--- config.mk ---
export PLATFORM = sky130hd
export DESIGN_NAME = ipi_startup_seq
export DESIGN_NICKNAME = d
export VERILOG_FILES = /design/src/rtl/ipi_pkg.sv /design/src/rtl/ipi_rst_sync.sv /design/src/rtl/ipi_cmd_build.sv /design/src/rtl/ipi_poll_timer.sv /design/src/rtl/ipi_seq_fsm.sv /design/src/rtl/ipi_startup_seq.sv
export SDC_FILE = /design/constraint.sdc
export NUM_CORES = 1
export LEC_CHECK = 0
export ABC_AREA = 1
export BUFFER_PORTS_ARGS = -buffer_cell sky130_fd_sc_hd__buf_4
export CELL_PAD_IN_SITES_DETAIL_PLACEMENT = 2
export CELL_PAD_IN_SITES_GLOBAL_PLACEMENT = 2
export CORE_UTILIZATION = 21
export CTS_CLUSTER_SIZE = 10
export DETAILED_ROUTE_END_ITERATION = 7
export GPL_TIMING_DRIVEN = 1
export PLACE_DENSITY = 0.93
export SYNTH_ARGS = -nofsm -noshare
export SYNTH_HDL_FRONTEND = slang
export SYNTH_HIERARCHICAL = 1
export SYNTH_SLANG_ARGS = --single-unit
--- constraint.sdc ---
create_clock -name clk -period 1.25 [get_ports clk]
set_input_delay 0.125 -clock clk [delete_from_list [all_inputs] [get_ports clk]]
set_output_delay 0.125 -clock clk [all_outputs]
set_load 0.02 [all_outputs]
--- src/rtl/ipi_pkg.sv ---
package ipi_pkg;
  typedef enum logic [2:0] {
    S_IDLE,
    S_WR_INIT,
    S_POLL_INIT,
    S_WR_SIPI,
    S_POLL_SIPI,
    S_DONE
  } seq_state_e;

  localparam logic [1:0] SHORT_ALL_BUT_SELF = 2'b11;
  localparam logic [2:0] MODE_INIT          = 3'b101;
  localparam logic [2:0] MODE_STARTUP       = 3'b110;
endpackage

--- src/rtl/ipi_rst_sync.sv ---
module ipi_rst_sync (
  input  logic clk,
  input  logic rst_n,
  output logic rst_sync_n
);
  logic [1:0] sync_q;

  always_ff @(posedge clk or negedge rst_n) begin
    if (!rst_n) sync_q <= 2'b00;
    else        sync_q <= {sync_q[0], 1'b1};
  end

  assign rst_sync_n = sync_q[1];
endmodule

--- src/rtl/ipi_cmd_build.sv ---
module ipi_cmd_build #(
  parameter int VEC_W       = 8,
  parameter int DATA_W      = 32,
  parameter int ENTRY_SHIFT = 12
) (
  input  logic [VEC_W-1:0]  vec_i,
  input  logic              sel_startup_i,
  output logic [DATA_W-1:0] cmd_o,
  output logic [DATA_W-1:0] entry_o
);
  import ipi_pkg::*;

  always_comb begin
    cmd_o        = '0;
    cmd_o[19:18] = SHORT_ALL_BUT_SELF;
    cmd_o[14]    = 1'b1;
    cmd_o[10:8]  = sel_startup_i ? MODE_STARTUP : MODE_INIT;
    if (sel_startup_i) cmd_o[VEC_W-1:0] = vec_i;
  end

  always_comb begin
    entry_o = '0;
    entry_o[ENTRY_SHIFT +: VEC_W] = vec_i;
  end
endmodule

--- src/rtl/ipi_poll_timer.sv ---
module ipi_poll_timer #(
  parameter int POLL_LIMIT = 1024,
  localparam int CNT_W     = $clog2(POLL_LIMIT + 1)
) (
  input  logic clk,
  input  logic rst_n,
  input  logic clr_i,
  input  logic busy_hit_i,
  output logic expired_o
);
  logic [CNT_W-1:0] cnt_q, cnt_d;
  logic             cnt_en;

  assign expired_o = busy_hit_i && (cnt_q == CNT_W'(POLL_LIMIT - 1));
  assign cnt_en    = clr_i || (busy_hit_i && !expired_o);

  always_comb begin
    if (clr_i) cnt_d = '0;
    else       cnt_d = cnt_q + 1'b1;
  end

  always_ff @(posedge clk or negedge rst_n) begin
    if (!rst_n)      cnt_q <= '0;
    else if (cnt_en) cnt_q <= cnt_d;
  end

  assert_count_bounded_R8: assert property (@(posedge clk) disable iff (!rst_n)
    cnt_q < CNT_W'(POLL_LIMIT));
endmodule

--- src/rtl/ipi_seq_fsm.sv ---
module ipi_seq_fsm #(
  parameter int VEC_W    = 8,
  parameter int DATA_W   = 32,
  parameter int BUSY_BIT = 12
) (
  input  logic              clk,
  input  logic              rst_n,
  input  logic              start_i,
  input  logic [VEC_W-1:0]  vector_i,
  input  logic              ack_i,
  input  logic [DATA_W-1:0] rdata_i,
  input  logic              expired_i,
  output logic              req_o,
  output logic              we_o,
  output logic              sel_startup_o,
  output logic              busy_hit_o,
  output logic              timer_clr_o,
  output logic [VEC_W-1:0]  vec_o,
  output logic              done_o,
  output logic              err_o
);
  import ipi_pkg::*;

  seq_state_e        state_q, state_d;
  logic [VEC_W-1:0]  vec_q;
  logic              err_q;
  logic              accept;
  logic              polling;
  logic              poll_clean;
  logic              err_set;

  assign accept     = (state_q == S_IDLE) && start_i;
  assign polling    = (state_q == S_POLL_INIT) || (state_q == S_POLL_SIPI);
  assign busy_hit_o = polling && ack_i && rdata_i[BUSY_BIT];
  assign poll_clean = polling && ack_i && !rdata_i[BUSY_BIT];
  assign err_set    = busy_hit_o && expired_i;
  assign timer_clr_o = !polling;

  always_comb begin
    state_d = state_q;
    unique case (state_q)
      S_IDLE:      if (start_i) state_d = S_WR_INIT;
      S_WR_INIT:   if (ack_i)   state_d = S_POLL_INIT;
      S_POLL_INIT: begin
        if (poll_clean)   state_d = S_WR_SIPI;
        else if (err_set) state_d = S_IDLE;
      end
      S_WR_SIPI:   if (ack_i)   state_d = S_POLL_SIPI;
      S_POLL_SIPI: begin
        if (poll_clean)   state_d = S_DONE;
        else if (err_set) state_d = S_IDLE;
      end
      S_DONE:      state_d = S_IDLE;
      default:     state_d = S_IDLE;
    endcase
  end

  always_ff @(posedge clk or negedge rst_n) begin
    if (!rst_n) state_q <= S_IDLE;
    else        state_q <= state_d;
  end

  always_ff @(posedge clk or negedge rst_n) begin
    if (!rst_n)      vec_q <= '0;
    else if (accept) vec_q <= vector_i;
  end

  always_ff @(posedge clk or negedge rst_n) begin
    if (!rst_n)       err_q <= 1'b0;
    else if (accept)  err_q <= 1'b0;
    else if (err_set) err_q <= 1'b1;
  end

  assign req_o         = (state_q != S_IDLE) && (state_q != S_DONE);
  assign we_o          = (state_q == S_WR_INIT) || (state_q == S_WR_SIPI);
  assign sel_startup_o = (state_q == S_WR_SIPI);
  assign vec_o         = vec_q;
  assign done_o        = (state_q == S_DONE);
  assign err_o         = err_q;

  assert_err_holds_R8: assert property (@(posedge clk) disable iff (!rst_n)
    (state_q == S_IDLE && !start_i) |=> $stable(err_q));

  assert_vec_held_R5: assert property (@(posedge clk) disable iff (!rst_n)
    (state_q != S_IDLE) |=> $stable(vec_q));
endmodule

--- src/rtl/ipi_startup_seq.sv ---
module ipi_startup_seq #(
  parameter int          VEC_W       = 8,
  parameter int          DATA_W      = 32,
  parameter int          ADDR_W      = 32,
  parameter int          BUSY_BIT    = 12,
  parameter int          ENTRY_SHIFT = 12,
  parameter int          POLL_LIMIT  = 1024,
  parameter logic [31:0] CMD_ADDR    = 32'hFEE0_0300
) (
  input  logic              clk,
  input  logic              rst_n,
  input  logic              start_i,
  input  logic [VEC_W-1:0]  vector_i,
  output logic              done_o,
  output logic              err_o,
  output logic [DATA_W-1:0] entry_addr_o,
  output logic              bus_req_o,
  output logic              bus_we_o,
  output logic [ADDR_W-1:0] bus_addr_o,
  output logic [DATA_W-1:0] bus_wdata_o,
  input  logic              bus_ack_i,
  input  logic [DATA_W-1:0] bus_rdata_i
);
  logic             rst_sync_n;
  logic             sel_startup;
  logic             busy_hit;
  logic             timer_clr;
  logic             expired;
  logic [VEC_W-1:0] vec_q;

  ipi_rst_sync i_rst_sync (
    .clk        (clk),
    .rst_n      (rst_n),
    .rst_sync_n (rst_sync_n)
  );

  ipi_seq_fsm #(
    .VEC_W    (VEC_W),
    .DATA_W   (DATA_W),
    .BUSY_BIT (BUSY_BIT)
  ) i_fsm (
    .clk           (clk),
    .rst_n         (rst_sync_n),
    .start_i       (start_i),
    .vector_i      (vector_i),
    .ack_i         (bus_ack_i),
    .rdata_i       (bus_rdata_i),
    .expired_i     (expired),
    .req_o         (bus_req_o),
    .we_o          (bus_we_o),
    .sel_startup_o (sel_startup),
    .busy_hit_o    (busy_hit),
    .timer_clr_o   (timer_clr),
    .vec_o         (vec_q),
    .done_o        (done_o),
    .err_o         (err_o)
  );

  ipi_poll_timer #(
    .POLL_LIMIT (POLL_LIMIT)
  ) i_timer (
    .clk        (clk),
    .rst_n      (rst_sync_n),
    .clr_i      (timer_clr),
    .busy_hit_i (busy_hit),
    .expired_o  (expired)
  );

  ipi_cmd_build #(
    .VEC_W       (VEC_W),
    .DATA_W      (DATA_W),
    .ENTRY_SHIFT (ENTRY_SHIFT)
  ) i_cmd (
    .vec_i         (vec_q),
    .sel_startup_i (sel_startup),
    .cmd_o         (bus_wdata_o),
    .entry_o       (entry_addr_o)
  );

  assign bus_addr_o = CMD_ADDR[ADDR_W-1:0];

  assert_req_stable_R9: assert property (@(posedge clk) disable iff (!rst_sync_n)
    (bus_req_o && !bus_ack_i) |=> (bus_req_o && $stable(bus_we_o) &&
                                   $stable(bus_addr_o) && $stable(bus_wdata_o)));

  assert_done_single_R7: assert property (@(posedge clk) disable iff (!rst_sync_n)
    done_o |=> !done_o);

  assert_done_no_err_R8: assert property (@(posedge clk) disable iff (!rst_sync_n)
    done_o |-> !err_o);

  assert_done_idle_bus_R7: assert property (@(posedge clk) disable iff (!rst_sync_n)
    done_o |-> !bus_req_o);
endmodule

==> results.json, run 1 <==
{
  "crit_top_cell": "nor2_4",
  "numClockSinks": 25,
  "track_usage_pct": 13.29,
  "initial_core_util_pct": 21.78,
  "synth_top_area_share_pct": 30.40,
  "setup_slack_ps": -550.0,
  "final_cell_mix": "conb_1 (79), buf_4 (69), nand2_1 (50)",
  "p_leak_nw": 1.657,
  "syn_to_final_growth_pct": 40.13,
  "grt_setup_unrepaired": "yes",
  "cp_data_arrival_time_ps": 1960,
  "wl_per_cell_um": 16.09,
  "synth_xor_area_share_pct": 0,
  "first_pass_iters": 4,
  "fin_crit_sh_pct": 144.0,
  "synth_area_per_cell_um2": 7.258,
  "cp.required_ps": 1410,
  "skew_ps": 5.722,
  "netlist_top_cells_area": "buf_4 (30%), dfrtp_1 (29%), nand2_1 (11%), inv_1 (5.2%), nand3_1 (4.7%)",
  "cts_root_buf": "clkbuf_8",
  "cts.clk_slew.worst_paths_ps": 110,
  "insertion_delay_ps": 280,
  "synth_top_area_cell": "buf_4",
  "rows": 36,
  "fillCellCount": 1137,
  "ant_nets": 0,
  "antenna_found_initial": 0,
  "maxSlewViolCount": 0,
  "grt_overflow": 0,
  "clockBufferDepth": 2,
  "max_freq_mhz": 555.6,
  "synth_fa_ha_area_share_pct": 0.5824,
  "syn_area_um2": 2148,
  "vias_per_cell": 3.840,
  "muxShareOfSynthArea_pct": 0,
  "hpwl_um": 4913,
  "p_comb_share_pct": 69.8,
  "num_io_pins": 144,
  "dieWidth_um": 103.1,
  "vias": 1966,
  "layout_commonest_cell": "conb_1",
  "ys_types": 28,
  "cts_tree": "built",
  "seq_area_frac_synth_pct": 29.12,
  "core_um2": 9864,
  "vdd.ir_drop.worst_uv": 1012,
  "hp-class": "input port to flip-flop",
  "violations": "setup timing",
  "p_int_mw": 3.046,
  "synth_top_family_by_area": "buffers and inverters",
  "p_per_area_nw_per_um2": 1991,
  "maxCapViolCount": 0,
  "pwr-share-seq_pct": 21.0,
  "synthSimpleGateAreaFrac_pct": 28.71,
  "switching_share_pct": 49.19,
  "clkPwrFrac_pct": 9.2,
  "synth-seq-cells": 25,
  "die_h_um": 103.1,
  "start_kind": "flip-flop",
  "worstPathMaxFanout": 3,
  "p_sw_mw": 2.948,
  "setup_viol": 36,
  "syn_inst": 296,
  "cp_slowest_cell": "dfrtp_1",
  "layout-drive-gt1-share_pct": 44.33,
  "synth_compound_gate_area_share_pct": 2.563,
  "grt_pass1_vias": 2016,
  "wl_um": 8238,
  "final.min_clock_period_ps": 1800,
  "drc": 0,
  "antenna_cells": 0,
  "fin_cells": 512,
  "dieArea_um2": 10640,
  "dp.cells": 483,
  "end_kind": "flip-flop",
  "grt_first_pass_wirelength_um": 10510,
  "routabilityCongestion": 0.8614,
  "cp_cell_sequence": "buf_6, nor2_4, nand2_2, nand2_4, inv_4, nor3_4, inv_2, nor2_4, nand4_4, nand3_1, o21ai_0",
  "io_buffers": 34,
  "grt_max_degree": 24,
  "cts_buffers": 3,
  "hold_violations": 0,
  "final_net_count": 425,
  "yosys_warnings": 6,
  "slowest_delay_ps": 440,
  "status": "finished with violations",
  "detail_route.iter0.violations": 46,
  "post-route-util_pct": 30.52,
  "cts_htree_levels": 1,
  "crit_type": "flip-flop to flip-flop"
}
-- worst max-delay path: cells and delay by family, from the launching register on --
kind | cells | cell delay, ps
buffers and inverters | 3 | 280
AO/OA/AOI/OAI | 1 | 120
flip-flops | 1 | 440
AND/OR/NAND/NOR | 7 | 840
-- routing by layer --
layer / GRT usage (%) / up-vias / wire length, um
li1: - / 894 / -
met1: 12.23 / 954 / 2656
met2: 29.23 / 96 / 4796
met3: 1.966 / 22 / 487
met4: 3.467 / 0 / 297
met5: 0 / - / 0
-- final cells by class --
cell class / instances / area, um^2 / share of cell area [%]
Timing Repair Buffer: 93 / 824.5 / 27.39
Clock buffer: 3 / 41.29 / 1.372
Clock inverter: 1 / 7.507 / 0.2494
Multi-Input combinational cell: 221 / 1180 / 39.19
Sequential cell: 25 / 626.9 / 20.82
Tap cell: 133 / 166.4 / 5.528
Inverter: 35 / 152.6 / 5.071
Timing Repair inverter: 1 / 11.26 / 0.3741
-- power by group through the flow --
stage | combinational, mW | clock, mW | sequential, mW
after detailed placement | 2.75 | 0 | 1.17
after floorplan | 1.90 | 0 | 1.15
after global routing | 4.42 | 0.578 | 1.29
after global placement | 2.58 | 0 | 1.15
after CTS | 3.40 | 0.547 | 1.18
final | 4.18 | 0.549 | 1.26
-- Yosys cell counts (all sizes together) --
library cell	n
a21oi	3
buf	90
clkinv	1
conb	5
dfrtp	25
ha	1
inv	34
nand2	78
nand3	22
nand4	3
nor2	26
nor3	1
nor3b	1
o21ai	5
o21bai	1
-- through the flow --
stage	instance area [um^2]	power, mW	setup TNS [ps]	hold slack (ps)	setup slack [ps]
floorplan	2487	3.051	-3954	-170.6	-378.5
global placement	2524	3.735	-3647	-91.90	-259.2
detailed placement	2524	3.922	-6984	-90.02	-402.5
CTS	2833	5.134	-10180	36.72	-377.5
global route	3010	6.283	-17120	29.74	-613.3
finish	3010	5.994	-15210	32.00	-550.0
-- registers in the layout, summed over array words and instances, names as in the netlist --
signal,count
i_rst_sync/sync_q,2
i_fsm/state_q,3
i_fsm/vec_o,8
i_timer/cnt_q,11
i_fsm/err_o,1
-- final timing paths --
check	from	to	slack [ps]	cells past startpoint
worst max-delay path	i_fsm/state_q[0]	i_fsm/state_q[2]	-550	11
worst min-delay path	vector_i[3]	i_fsm/vec_o[3]	30	3
worst max register to register	i_fsm/state_q[0]	i_fsm/state_q[2]	-550	11
worst min register to register	i_rst_sync/sync_q[1]	i_fsm/vec_o[0]	240	1
max in group asynchronous	i_rst_sync/sync_q[1]	i_fsm/state_q[1]	740	1
min in group asynchronous	rst_n	i_rst_sync/sync_q[0]	150	2
-- cells by family (layout without fill, tap and decap cells) --
| logic type | Yosys count | count (layout) |
|---|---|---|
| other cells | 5 | 79 |
| simple gates | 131 | 132 |
| flops | 25 | 25 |
| compound gates | 9 | 9 |
| fa+ha+maj | 1 | 1 |
| buf+inv | 125 | 133 |
-- timing repair --
item / CTS / global route
resized for setup: 52 / 24
setup endpoints to repair: 35 / 36
endpoints found under the hold margin: 2 / 0
pin swaps: 6 / 13
hold buffers: 1 / 0
gates cloned: 3 / 0
buffers inserted: 9 / 14
Power figures use the tool's default switching activity.
==> inputs of run 2 (changes only) <==
--- a/config.mk
+++ b/config.mk
@@ -14,6 +14,7 @@
 export DETAILED_ROUTE_END_ITERATION = 7
 export GPL_TIMING_DRIVEN = 1
 export PLACE_DENSITY = 0.93
+export RECOVER_POWER = 100
 export SYNTH_ARGS = -nofsm -noshare
 export SYNTH_HDL_FRONTEND = slang
 export SYNTH_HIERARCHICAL = 1
==> run 2 against run 1 <==
  * The flow still finishes with violations (setup timing)
  * Utilization fell by 0.41 points
  * Die area stayed put
  * Sequential power is essentially flat
  * Combinational power down 2%
  * Clock skew is essentially flat
  * Non-clock buffer count stayed put
  * Final cell count unchanged
  * Worst hold slack about the same
  * Power is 1.7% lower
==> results.json, run 2 (synthesis gave the netlist of run 1 again) <==
{
  "numClockSinks": 25,
  "setup-tns-final_ps": -15210,
  "end_kind": "flip-flop",
  "seq_area_um2": 626.9,
  "wl_per_cell_um": 16.12,
  "start_kind": "flip-flop",
  "grt_overflow": 0,
  "met1_usage_pct": 12.23,
  "cts_tree": "built",
  "grt_setup_unrepaired": "yes",
  "grt.busiest_layer": "met2",
  "die_h_um": 103.1,
  "p_leak_nw": 1.617,
  "hpwl_um": 4913,
  "vdd.ir_drop.worst_uv": 1009,
  "grt_pass1_vias": 2016,
  "cp_data_arrival_time_ps": 1960,
  "skew_ps": 5.623,
  "p_sw_mw": 2.948,
  "dieWidth_um": 103.1,
  "status": "finished with violations",
  "final_net_count": 425,
  "met2_usage_pct": 29.23,
  "track_usage_pct": 13.29,
  "p_comb_share_pct": 69.3,
  "fin_cells": 512,
  "gr-usage-met3_pct": 1.966,
  "setup_viol": 36,
  "cts_root_buf": "clkbuf_8",
  "layout-drive-gt1-share_pct": 41.69,
  "worstPathMaxFanout": 3,
  "drc": 0,
  "final.min_clock_period_ps": 1798,
  "layout_commonest_cell": "conb_1",
  "fin_crit_sh_pct": 143.8,
  "vias_per_cell": 3.842,
  "dieArea_um2": 10640,
  "rows": 36,
  "insertion_delay_ps": 280,
  "clockBufferDepth": 2,
  "detail_route.iter0.violations": 56,
  "hold_violations": 0,
  "cts_buffers": 3,
  "dp.cells": 483,
  "multiInputGateArea_um2": 1180,
  "antenna_cells": 0,
  "fillCellCount": 1151,
  "switching_share_pct": 50.03,
  "slew_headroom_pct": 57.23,
  "p_int_mw": 2.944,
  "num_io_pins": 144,
  "worstMarginPinSlew_ps": 641.6,
  "core_um2": 9864,
  "largest_register_ffs": 11,
  "maxSlewViolCount": 0,
  "largest-register": "i_timer/cnt_q",
  "vias": 1967,
  "crit_type": "flip-flop to flip-flop",
  "final_cell_mix": "conb_1 (79), buf_4 (58), nand2_1 (50)",
  "ant_nets": 0,
  "cp.required_ps": 1410,
  "p_per_area_nw_per_um2": 1984,
  "setup_slack_ps": -547.6,
  "io_buffers": 34,
  "wl_um": 8253,
  "routabilityCongestion": 0.8614,
  "grt_max_degree": 24,
  "antenna_found_initial": 0,
  "finalPower_mw": 5.892,
  "first_pass_iters": 4,
  "maxCapViolCount": 0,
  "hold_ws_ps": 32.26,
  "violations": "setup timing",
  "cts_htree_levels": 1,
  "hp-class": "input port to flip-flop",
  "cts.clk_slew.worst_paths_ps": 110,
  "initial_core_util_pct": 21.78,
  "syn_to_final_growth_pct": 38.26,
  "pwr-share-seq_pct": 21.4,
  "grt_first_pass_wirelength_um": 10510,
  "clkPwrFrac_pct": 9.3,
  "max_freq_mhz": 556.3
}
==> run 2: cell count changes in the layout (fill, tap and decap cells not counted) <==
cell,delta
buf_4,-11
clkbuf_1,+10
clkbuf_2,+1
==> run 2: critical path, stage by stage, from the launching register on <==
cell	delay, ps
dfrtp_1	440
buf_6	150
nor2_4	120
nand2_2	80
nand2_4	90
inv_4	40
nor3_4	200
inv_2	90
nor2_4	120
nand4_4	110
nand3_1	120
o21ai_0	120
==> run 2: power by group through the flow <==
stage / Clock (mW) / Sequential (mW) / Combinational, mW
after floorplan: 0 / 1.15 / 1.90
after global placement: 0 / 1.15 / 2.58
after detailed placement: 0 / 1.17 / 2.75
after CTS: 0.547 / 1.18 / 3.40
after global routing: 0.578 / 1.28 / 4.32
final: 0.549 / 1.26 / 4.08
==> run 2: repair_timing <==
item	in CTS	in global routing
pin swaps	6	13
gates cloned	3	0
endpoints found under the setup margin	35	36
buffers inserted	9	14
hold endpoints to repair	2	0
gates resized for setup	52	24
hold buffers	1	0
==> run 2: per-stage QoR <==
stage	instance area (um^2)	util [%]	setup slack, ps
floorplan	2487	-	-378.5
global placement	2524	25.58	-259.2
detailed placement	2524	25.58	-402.5
CTS	2833	28.72	-377.5
global route	2970	30.11	-613.3
finish	2970	30.11	-547.6
==> run 2: worst paths after layout <==
path                                        end  cells after the start  slack [ps]            startpoint
min in group asynchronous  i_rst_sync/sync_q[0]                      2         140                 rst_n
setup / recovery               i_fsm/state_q[2]                     11        -550      i_fsm/state_q[0]
setup reg to reg               i_fsm/state_q[2]                     11        -550      i_fsm/state_q[0]
hold / removal                   i_fsm/vec_o[3]                      3          30           vector_i[3]
max in group asynchronous      i_fsm/state_q[1]                      1         450  i_rst_sync/sync_q[1]
hold reg to reg                  i_fsm/vec_o[0]                      1         350  i_rst_sync/sync_q[1]
==> run 2: area by class of cell <==
cell class | instances | area share (%)
timing repair buffer | 93 | 26.41
sequential | 25 | 21.10
timing repair inverter | 1 | 0.3791
inverter | 35 | 5.139
tap | 133 | 5.602
clock buffer | 3 | 1.390
clock inverter | 1 | 0.2527
multi-input combinational | 221 | 39.72
==> run 2: layer usage <==
layer / vias to the layer above / share of wire [%]
met2: 94 / 58
met1: 955 / 32
met5: - / 0
met4: 0 / 3.6
met3: 22 / 5.9
li1: 896 / -
